`src/rtl/perr_pkg.sv`:
```
package perr_pkg;
  localparam int NUM_CNT = 3;
  localparam int IDX_BUF  = 0;
  localparam int IDX_BYTE = 1;
  localparam int IDX_OVUN = 2;

  typedef enum logic [1:0] {
    SEQ_IDLE   = 2'd0,
    SEQ_FIRST  = 2'd1,
    SEQ_SECOND = 2'd2
  } seq_state_e;
endpackage

```
`src/rtl/perr_rst_sync.sv`:
```
module perr_rst_sync (
  input  logic clk,
  input  logic rst_n,
  output logic rst_sync_n
);
  logic [1:0] sync_q;

  always_ff @(posedge clk or negedge rst_n) begin
    if (!rst_n) begin
      sync_q <= 2'b00;
    end else begin
      sync_q <= {sync_q[0], 1'b1};
    end
  end

  assign rst_sync_n = sync_q[1];
endmodule

```
`src/rtl/perr_strobe_seq.sv`:
```
module perr_strobe_seq
  import perr_pkg::*;
#(
  parameter int PEND_W = 4
) (
  input  logic clk,
  input  logic rst_n,
  input  logic err_i,
  input  logic order_i,
  output logic buf_stb_o,
  output logic byte_stb_o
);
  localparam logic [PEND_W-1:0] PEND_MAX = {PEND_W{1'b1}};

  seq_state_e        state_q, state_d;
  logic [PEND_W-1:0] pend_q, pend_d;
  logic              ord_q, ord_d;
  logic              seq_en;
  logic              in_first, in_second;

  always_comb begin
    state_d = state_q;
    pend_d  = pend_q;
    ord_d   = ord_q;
    unique case (state_q)
      SEQ_IDLE: begin
        if (err_i) begin
          state_d = SEQ_FIRST;
          ord_d   = order_i;
        end
      end
      SEQ_FIRST: begin
        state_d = SEQ_SECOND;
        if (err_i && (pend_q != PEND_MAX)) begin
          pend_d = pend_q + 1'b1;
        end
      end
      SEQ_SECOND: begin
        if (pend_q != '0) begin
          state_d = SEQ_FIRST;
          ord_d   = order_i;
          if (!err_i) begin
            pend_d = pend_q - 1'b1;
          end
        end else if (err_i) begin
          state_d = SEQ_FIRST;
          ord_d   = order_i;
        end else begin
          state_d = SEQ_IDLE;
        end
      end
      default: begin
        state_d = SEQ_IDLE;
        pend_d  = '0;
      end
    endcase
  end

  assign seq_en = (state_q != SEQ_IDLE) || err_i;

  always_ff @(posedge clk or negedge rst_n) begin
    if (!rst_n) begin
      state_q <= SEQ_IDLE;
      pend_q  <= '0;
      ord_q   <= 1'b0;
    end else if (seq_en) begin
      state_q <= state_d;
      pend_q  <= pend_d;
      ord_q   <= ord_d;
    end
  end

  assign in_first   = (state_q == SEQ_FIRST);
  assign in_second  = (state_q == SEQ_SECOND);
  assign buf_stb_o  = ord_q ? in_first  : in_second;
  assign byte_stb_o = ord_q ? in_second : in_first;


  strobe_excl_chk: assert property (@(posedge clk) disable iff (!rst_n)
    !(buf_stb_o && byte_stb_o));


  buf_then_byte_chk: assert property (@(posedge clk) disable iff (!rst_n)
    (buf_stb_o && ord_q) |=> (byte_stb_o && !buf_stb_o));


  byte_then_buf_chk: assert property (@(posedge clk) disable iff (!rst_n)
    (byte_stb_o && !ord_q) |=> (buf_stb_o && !byte_stb_o));


  queue_restart_chk: assert property (@(posedge clk) disable iff (!rst_n)
    (in_second && (pend_q != '0)) |=> (buf_stb_o || byte_stb_o));
endmodule

```
`src/rtl/perr_sat_counter.sv`:
```
module perr_sat_counter #(
  parameter int CNT_W = 8
) (
  input  logic             clk,
  input  logic             rst_n,
  input  logic             clr_i,
  input  logic             inc_i,
  output logic [CNT_W-1:0] cnt_o
);
  localparam logic [CNT_W-1:0] CNT_MAX = {CNT_W{1'b1}};

  logic [CNT_W-1:0] cnt_q, cnt_d;
  logic             cnt_en;

  always_comb begin
    cnt_d = cnt_q;
    if (clr_i) begin
      cnt_d = '0;
    end else if (inc_i && (cnt_q != CNT_MAX)) begin
      cnt_d = cnt_q + 1'b1;
    end
  end

  assign cnt_en = clr_i || inc_i;

  always_ff @(posedge clk or negedge rst_n) begin
    if (!rst_n) begin
      cnt_q <= '0;
    end else if (cnt_en) begin
      cnt_q <= cnt_d;
    end
  end

  assign cnt_o = cnt_q;


  sat_hold_chk: assert property (@(posedge clk) disable iff (!rst_n)
    ((cnt_q == CNT_MAX) && !clr_i) |=> (cnt_q == CNT_MAX));


  no_wrap_chk: assert property (@(posedge clk) disable iff (!rst_n)
    !clr_i |=> (cnt_q >= $past(cnt_q)));


  clr_zero_chk: assert property (@(posedge clk) disable iff (!rst_n)
    clr_i |=> (cnt_q == '0));
endmodule

```
`src/rtl/perr_cnt_bank.sv`:
```
module perr_cnt_bank
  import perr_pkg::*;
#(
  parameter int CNT_W = 8
) (
  input  logic                          clk,
  input  logic                          rst_n,
  input  logic                          clr_i,
  input  logic                          err_i,
  output logic [NUM_CNT-1:0][CNT_W-1:0] cnt_o
);
  for (genvar g = 0; g < NUM_CNT; g++) begin : g_lane
    perr_sat_counter #(.CNT_W(CNT_W)) u_cnt (
      .clk   (clk),
      .rst_n (rst_n),
      .clr_i (clr_i),
      .inc_i (err_i),
      .cnt_o (cnt_o[g])
    );
  end


  lanes_equal_chk: assert property (@(posedge clk) disable iff (!rst_n)
    (cnt_o[IDX_BUF] == cnt_o[IDX_BYTE]) && (cnt_o[IDX_BYTE] == cnt_o[IDX_OVUN]));
endmodule

```
`src/rtl/perr_sticky_flag.sv`:
```
module perr_sticky_flag (
  input  logic clk,
  input  logic rst_n,
  input  logic clr_i,
  input  logic set_i,
  output logic flag_o
);
  logic flag_q, flag_d, flag_en;

  always_comb begin
    flag_d = flag_q;
    if (clr_i) begin
      flag_d = 1'b0;
    end else if (set_i) begin
      flag_d = 1'b1;
    end
  end

  assign flag_en = clr_i || set_i;

  always_ff @(posedge clk or negedge rst_n) begin
    if (!rst_n) begin
      flag_q <= 1'b0;
    end else if (flag_en) begin
      flag_q <= flag_d;
    end
  end

  assign flag_o = flag_q;


  flag_sticky_chk: assert property (@(posedge clk) disable iff (!rst_n)
    (flag_q && !clr_i) |=> flag_q);


  flag_set_chk: assert property (@(posedge clk) disable iff (!rst_n)
    (set_i && !clr_i) |=> flag_q);
endmodule

```
`src/rtl/parity_err_tally.sv`:
```
module parity_err_tally
  import perr_pkg::*;
#(
  parameter int CNT_W  = 8,
  parameter int PEND_W = 4
) (
  input  logic             clk,
  input  logic             rst_n,
  input  logic             perr_i,
  input  logic             buf_first_i,
  input  logic             mclr_i,
  input  logic             xfer_instr_i,
  input  logic             other_test_i,
  output logic             buf_stb_o,
  output logic             byte_stb_o,
  output logic [CNT_W-1:0] buf_err_cnt_o,
  output logic [CNT_W-1:0] byte_err_cnt_o,
  output logic [CNT_W-1:0] ovun_cnt_o,
  output logic             parity_flag_o
);
  logic                          rst_sync_n;
  logic                          clr_any;
  logic [NUM_CNT-1:0][CNT_W-1:0] cnt_all;

  assign clr_any = mclr_i || xfer_instr_i || other_test_i;

  perr_rst_sync u_rst (
    .clk        (clk),
    .rst_n      (rst_n),
    .rst_sync_n (rst_sync_n)
  );

  perr_strobe_seq #(.PEND_W(PEND_W)) u_seq (
    .clk        (clk),
    .rst_n      (rst_sync_n),
    .err_i      (perr_i),
    .order_i    (buf_first_i),
    .buf_stb_o  (buf_stb_o),
    .byte_stb_o (byte_stb_o)
  );

  perr_cnt_bank #(.CNT_W(CNT_W)) u_bank (
    .clk   (clk),
    .rst_n (rst_sync_n),
    .clr_i (clr_any),
    .err_i (perr_i),
    .cnt_o (cnt_all)
  );

  perr_sticky_flag u_flag (
    .clk    (clk),
    .rst_n  (rst_sync_n),
    .clr_i  (clr_any),
    .set_i  (perr_i),
    .flag_o (parity_flag_o)
  );

  assign buf_err_cnt_o  = cnt_all[IDX_BUF];
  assign byte_err_cnt_o = cnt_all[IDX_BYTE];
  assign ovun_cnt_o     = cnt_all[IDX_OVUN];


  clr_flag_chk: assert property (@(posedge clk) disable iff (!rst_sync_n)
    clr_any |=> !parity_flag_o);
endmodule

```
`config.mk`:
```
export PLATFORM = sky130hd
export DESIGN_NAME = parity_err_tally
export DESIGN_NICKNAME = d
export VERILOG_FILES = /design/src/rtl/perr_pkg.sv /design/src/rtl/perr_rst_sync.sv /design/src/rtl/perr_strobe_seq.sv /design/src/rtl/perr_sat_counter.sv /design/src/rtl/perr_cnt_bank.sv /design/src/rtl/perr_sticky_flag.sv /design/src/rtl/parity_err_tally.sv
export SDC_FILE = /design/constraint.sdc
export NUM_CORES = 1
export LEC_CHECK = 0
export BUFFER_PORTS_ARGS = -buffer_cell sky130_fd_sc_hd__buf_2
export CAP_MARGIN = 20
export CORE_MARGIN = 4
export CORE_UTILIZATION = 55
export CTS_CLUSTER_SIZE = 40
export DETAILED_ROUTE_END_ITERATION = 8
export GPL_TIMING_DRIVEN = 1
export MAX_ROUTING_LAYER = met4
export PLACE_DENSITY = 0.89
export SYNTH_ARGS = -nofsm -noshare
export SYNTH_HDL_FRONTEND = slang
export SYNTH_SLANG_ARGS = --single-unit
```
`constraint.sdc`:
```
create_clock -name clk -period 1.45 [get_ports clk]
set_input_delay 0.29 -clock clk [delete_from_list [all_inputs] [get_ports clk]]
set_output_delay 0.29 -clock clk [all_outputs]
set_load 0.02 [all_outputs]
```
==> results of run 1 <==
[power groups by stage]
| stage | Combinational [W] | Sequential [W] | Clock, W |
|---|---|---|---|
| 4_1_cts | 0.00178 | 0.00113 | 0.000735 |
| 3_3_place_gp | 0.00124 | 0.00115 | 0 |
| 5_1_grt | 0.00216 | 0.00116 | 0.000792 |
| 3_5_place_dp | 0.00131 | 0.00115 | 0 |
| 2_1_floorplan | 0.000764 | 0.00117 | 0 |
| 6_report | 0.00206 | 0.00115 | 0.000759 |
[worst register-to-register path, delay by kind of cell, from the launching register on]
kind,cells,cell delay [ns]
AOI/OAI and AO/OA,2,0.60
adders and majority gates,1,0.16
DFF,1,0.39
buffers and inverters,2,0.22
and+or+nand+nor,1,0.56
[final cells by class]
class / count / area, sq um / area share
Tap cell: 44 / 55.1 / 0.0204
Inverter: 8 / 32.5 / 0.0120
Clock inverter: 1 / 30.0 / 0.0111
Timing Repair Buffer: 70 / 509 / 0.189
Clock buffer: 6 / 51.3 / 0.0190
Sequential cell: 34 / 856 / 0.317
Multi-Input combinational cell: 148 / 1170 / 0.432
[how the worst min path moves through the flow]
stage               startpoint          endpoint  slack [ns]  cells after the start
3_5_place_dp   u_rst.sync_q[1]  u_seq.state_q[0]        0.05                      0
3_3_place_gp   u_rst.sync_q[1]  u_seq.state_q[0]        0.05                      0
4_1_cts        u_rst.sync_q[1]  u_seq.state_q[0]        0.07                      0
2_1_floorplan            rst_n   u_rst.sync_q[0]      -0.006                      0
5_1_grt        u_rst.sync_q[1]  u_seq.state_q[0]        0.08                      0
6_report       u_rst.sync_q[1]  u_seq.state_q[0]        0.08                      0
[timing repair]
| item | 4_1_cts | 5_1_grt |
|---|---|---|
| resized for setup | 26 | 22 |
| endpoints found under the setup margin | 12 | 19 |
| hold buffers | 1 | 0 |
| setup buffers | 7 | 4 |
| pin swaps | 14 | 9 |
| hold endpoints to repair | 2 | 0 |
[logic make-up after synthesis]
family / Yosys count / share of synthesized area
buf+inv: 14 / 0.0301
compound gates: 41 / 0.138
simple gates: 77 / 0.211
flops: 34 / 0.455
mux: 9 / 0.0502
other cells: 1 / 0.00201
xor+xnor: 10 / 0.0469
fa+ha+maj: 10 / 0.0669
[per-stage QoR]
step	cells	cell area, sq um	setup TNS [ns]
floorplan	196	1930	-0.490
global placement	293	2330	-1.02
CTS	308	2580	-2.39
finish	311	2700	-2.60
global route	311	2700	-3.11
detailed placement	293	2330	-1.60
[layer usage]
metal	global-route usage	share of wire
met4	0.112	0.042
met1	0.308	0.36
met5	-	0
met3	0.0646	0.091
met2	0.456	0.51
[cell usage after synthesis (all sizes together)]
cell type  instances
ha                10
o41ai              1
nor2              25
dfrtp             34
nand4              7
xnor2              2
a211oi             2
a21oi              8
nor4               1
nand3             11
o22ai              2
inv                8
or3                2
or2                1
and2               1
or4                1
o21a               1
o21ai             12
a31oi              4
a21boi             1
nor3               6
mux2i              6
o311ai             1
mux2               3
nand2              8
conb               1
nor4b              1
nand2b             1
nor3b              2
o2111ai            1
and3               3
clkbuf             5
and4               4
a221o              1
o211ai             4
nor2b              3
xor2               8
a211o              1
buf                1
o31ai              2
[flip-flops by register name (all words and copies together), names as in the netlist]
signal and count:
u_bank.g_lane.u_cnt.cnt_o 24, u_seq.pend_q 4, u_rst.sync_q 2, u_seq.state_q 2
u_flag.flag_o 1, u_seq.ord_q 1
==> results.md, run 1 <==
- Synth area leaders: dfrtp_1 46%, ha_1 6.7%, nor2_1 5.0%, xor2_1 3.7%, mux2i_1 3.2%
- F_max: 500 MHz
- DRT antenna net count: 0
- Chip width: 66.3 um
- DRC: 0
- CTS sink count: 34
- Die area: 4400 sq um
- WP buf/inv: 2
- Starting Density: 0.593
- CTS clock-pin slew for the worst setup and hold paths: 0.11 ns
- Crit Reg-Reg Endpoint: u_seq.pend_q[3]
- R2R depth: 6
- Switching share of power: 0.373
- CORE AREA: 3150 sq um
- Io pins: 34
- Yosys top cell area share: 0.455
- Port-buffer cells: 33
- Crit path max-delay family: compound AO/OA/AOI/OAI gates
- Critical path peak fanout: 2
- HPWL after DPL: 3.23 mm
- Worst-path cell chain: inv_2 > buf_4 > ha_4 > a221o_1 > or4_4 > o311ai_4
- Comb pwr share: 0.518
- Worst setup SP type: register
- Status: complete, but fails checks
- Global-route usage over all layers: 0.271
- Post-synth cell types: 41
- CTS Buffer Depth: 2
- First-pass iteration count of the detailed router: 6
- Mapped cell area: 1870 sq um
- Share of layout cells above drive strength 1: 0.427
- Data required time of the critical path: 1.72 ns
- Area leader, netlist: dfrtp_1
- Final nets: 284
- Flop pwr share: 0.291
- Cells after synthesis: 196
- Slowest CP cell: or4_4
- PwrDens: 1470 nW/um^2
- Vias per inst: 6.35
- Int Pwr: 0.00249 W
- Worst setup margin: -0.549 ns
- WHS: 0.0756 ns
- LEAKAGE: 1.26 nW
- Vias in the first global route: 1827
- # rows: 20
- Wirelength per Cell: 19.5 um
- CTS tree: done
- R2R Path Start: u_seq.state_q[0]
- Inserted Diodes: 0
- Reg2Reg Setup Slack: -0.55 ns
- Post-layout minimum cycle time: 2.00 ns
- Most frequent cells in the layout: 31 x buf_2, 30 x dfrtp_1, 27 x buf_4, 25 x nor2_1, 11 x nand3_1
- Area growth from synthesis to layout: 44.5%
- Maximum vdd drop: 1.51 mV
- CP Depth: 6
- Final GP Congestion: 0.860
- Total number of vias: 1975
- Sequential-to-total area share from yosys stat: 0.455
- Setup Skew: 0.0119 ns
- Crit path kind: reg2reg
- GRT overflow: 0
- Setup violations, final: 9
- Final Util: 0.857
- Largest net degree at the start of global routing: 30
- Critical Path End Type: register
- Initial antenna violation count: 0
- First-pass GRT wire length: 8.78 mm
- Setup slack at placement: -0.543 ns
- Final period utilization: 1.38
- CP max stage delay: 0.56 ns
- CP endpoint: u_seq.pend_q[3]
- Synthesized net count: 213
- Final-report hold violation count: 0
- H-tree Lvls: 2
- Clock Latency Late Sink: 0.36 ns
- Post-Syn Area per Cell: 9.54 sq um
- Most common cell after layout, fill and taps aside: buf_2
- Final Slew Violations: 0
- CTS root buf: clkbuf_4
- Ys Warns: 0
- Violated checks: negative setup slack
- Max cap viols: 0
- Worst Setup SP: u_seq.state_q[0]
- Register bit total from synthesis: 34
- Tot Pwr: 0.00397 W
- CTS Buf Count: 5
- Final wirelength: 6.05 mm
- Die Y-Extent: 66.3 um
- RSZ-0062 raised after global routing: true
- P_sw: 0.00148 W
- Fillers: 171
- Hold WC Path Type: reg2async
- Worst Path Arrival: 2.26 ns
- Iteration-0 DRC Markers: 276
- Clock power frac: 0.191
Note: power is estimated with default switching activity, not from simulation.
==> inputs of run 2 (changes only) <==
CAP_MARGIN = not set   (was 20)
CTS_BUF_LIST = sky130_fd_sc_hd__clkbuf_8   (was not set)
clock period = 2.1 ns   (was 1.45 ns; I/O delays follow)
==> run 2 against run 1 <==
Die area is the same. The run now ends clean. First-iteration DRC count fell by 63%. Clock skew down 0.0081 ns. Worst hold slack better by 0.19 ns. Via count decreased by 17%. Largest cell class unchanged. Cell count down 9.3%. Utilization is 14 points lower. Critical path depth fell by 1. Wire length shrank 33%. Combinational power decreased by 66%. Sequential cell count unchanged. Sequential power down 32%.
==> results.md, run 2 (same netlist as run 1, synthesis figures left out) <==
- Post-layout minimum cycle time: 1.99 ns
- Io pins: 34
- Critical Path End Type: register
- PwrDens: 925 nW/um^2
- CTS clock-pin slew for the worst setup and hold paths: 0.07 ns
- Most frequent cells in the layout: 34 x dfrtp_1, 33 x buf_2, 25 x nor2_1, 11 x o21ai_0, 11 x nand3_1
- Final period utilization: 0.949
- Final setup TNS: 0 ns
- Starting Density: 0.593
- Setup violations, final: 0
- CTS tree: done
- Hold WC Path Type: reg2async
- Worst setup SP type: register
- Inserted Diodes: 0
- Maximum vdd drop: 0.774 mV
- Status: finished clean
- CP endpoint: u_seq.pend_q[3]
- Max cap viols: 0
- Share of layout cells above drive strength 1: 0.227
- Critical path peak fanout: 6
- DRC: 0
- Worst Setup SP: u_seq.state_q[1]
- Crit path kind: reg2reg
- HPWL after DPL: 2.76 mm
- CP max stage delay: 0.52 ns
- CTS sink count: 34
- CTS root buf: clkbuf_8
- Crit path max-delay family: compound AO/OA/AOI/OAI gates
- Worst-path cell chain: buf_4 > ha_1 > a221o_1 > or4_1 > o311ai_2
- Crit Reg-Reg Endpoint: u_seq.pend_q[3]
- Wirelength per Cell: 14.4 um
- Vias per inst: 5.80
- F_max: 502 MHz
- Final-report hold violation count: 0
- First-pass iteration count of the detailed router: 4
- Port-buffer cells: 33
- H-tree Lvls: 2
- Final GP Congestion: 0.853
- Total number of vias: 1635
- Vias in the first global route: 1526
- First-pass GRT wire length: 6.74 mm
- Die Y-Extent: 66.3 um
- R2R depth: 5
- LEAKAGE: 1.08 nW
- Initial antenna violation count: 0
- Slew @ Worst Pin: 0.545 ns
- Relative slew slack: 0.633
- WP buf/inv: 1
- Setup Skew: 0.00377 ns
- Data required time of the critical path: 2.30 ns
- Die area: 4400 sq um
- Area growth from synthesis to layout: 21.0%
- # rows: 20
- Reg2Reg Setup Slack: 0.11 ns
- CORE AREA: 3150 sq um
- Slowest CP cell: or4_1
- CTS Buffer Depth: 2
- Largest net degree at the start of global routing: 33
- GRT overflow: 0
- Global-route usage over all layers: 0.210
- Largest register FFs: 24
- DRT antenna net count: 0
- Most common cell after layout, fill and taps aside: dfrtp_1
- Final wirelength: 4.05 mm
- R2R Path Start: u_seq.state_q[1]
- Setup slack at placement: 0.0184 ns
- Final nets: 255
- Worst Path Arrival: 2.19 ns
- Iteration-0 DRC Markers: 102
- CTS Buf Count: 5
- Chip width: 66.3 um
- Worst setup margin: 0.108 ns
- Clock Latency Late Sink: 0.29 ns
- Final Slew Violations: 0
- CP Depth: 5
- RSZ-0062 raised after global routing: false
[run 2: cell count changes in the layout (fill, tap and decap cells not counted), sizes merged]
| cell | delta |
|---|---|
| buf | -29 |
[run 2: final cells by class]
type,instances,area (sq um)
Multi-Input combinational cell,148,985
Fill cell,247,892
Sequential cell,34,851
Timing Repair Buffer,41,228
Clock buffer,6,82.6
Tap cell,44,55.1
Clock inverter,1,30.0
Inverter,8,30.0
[run 2: what timing repair did]
action | 4_1_cts | 5_1_grt
endpoints found under the setup margin | 0 | 1
gates resized for setup | 0 | 2
setup buffers | 0 | 1
endpoints found under the hold margin | 2 | 0
hold buffers | 1 | 0
[run 2: worst min-delay path by stage]
stage	startpoint	slack, ns	end
after floorplan	rst_n	0.12	u_rst.sync_q[0]
after global placement	rst_n	0.20	u_rst.sync_q[0]
after detailed placement	rst_n	0.21	u_rst.sync_q[1]
after CTS	u_rst.sync_q[1]	0.29	u_bank.g_lane[1].u_cnt.cnt_o[1]
after global routing	u_rst.sync_q[1]	0.34	u_bank.g_lane[1].u_cnt.cnt_o[1]
final	u_rst.sync_q[1]	0.27	u_bank.g_lane[1].u_cnt.cnt_o[1]
[run 2: layer usage]
layer / part of all wire / track usage / routed length (um) / vias to the layer above
met3: 0.053 / 0.0646 / 213 / 10
met2: 0.48 / 0.323 / 1960 / 43
met4: 0.026 / 0.0990 / 105 / 0
met1: 0.44 / 0.250 / 1770 / 789
li1: - / - / - / 793
met5: 0 / - / 0 / -
[run 2: worst reg2reg max path: cells and delay by family, from the launching register on]
family / cells / cell delay, ns
DFF: 1 / 0.42
adders and majority gates: 1 / 0.25
buffers and inverters: 1 / 0.15
and+or+nand+nor: 1 / 0.52
AOI/OAI and AO/OA: 2 / 0.57
[run 2: per-stage QoR]
| step | total power (W) | util | instances | cell area [sq um] | hold WS [ns] |
|---|---|---|---|---|---|
| CTS | 0.00206 | 0.708 | 281 | 2230 | 0.290 |
| finish | 0.00209 | 0.717 | 282 | 2260 | 0.271 |
| global placement | 0.00141 | 0.669 | 273 | 2110 | 0.205 |
| floorplan | 0.00125 | - | 196 | 1870 | 0.124 |
| detailed placement | 0.00143 | 0.669 | 273 | 2110 | 0.209 |
| global route | 0.00223 | 0.717 | 282 | 2260 | 0.337 |
[run 2: where the power goes]
group / switching [W] / leakage (nW) / total, W / internal (W)
registers: 0.0000696 / 0.461 / 0.000786 / 0.000716
clock network: 0.000235 / 0.0573 / 0.000614 / 0.000379
logic: 0.000379 / 0.559 / 0.000693 / 0.000313
total: 0.000684 / 1.08 / 0.00209 / 0.00141
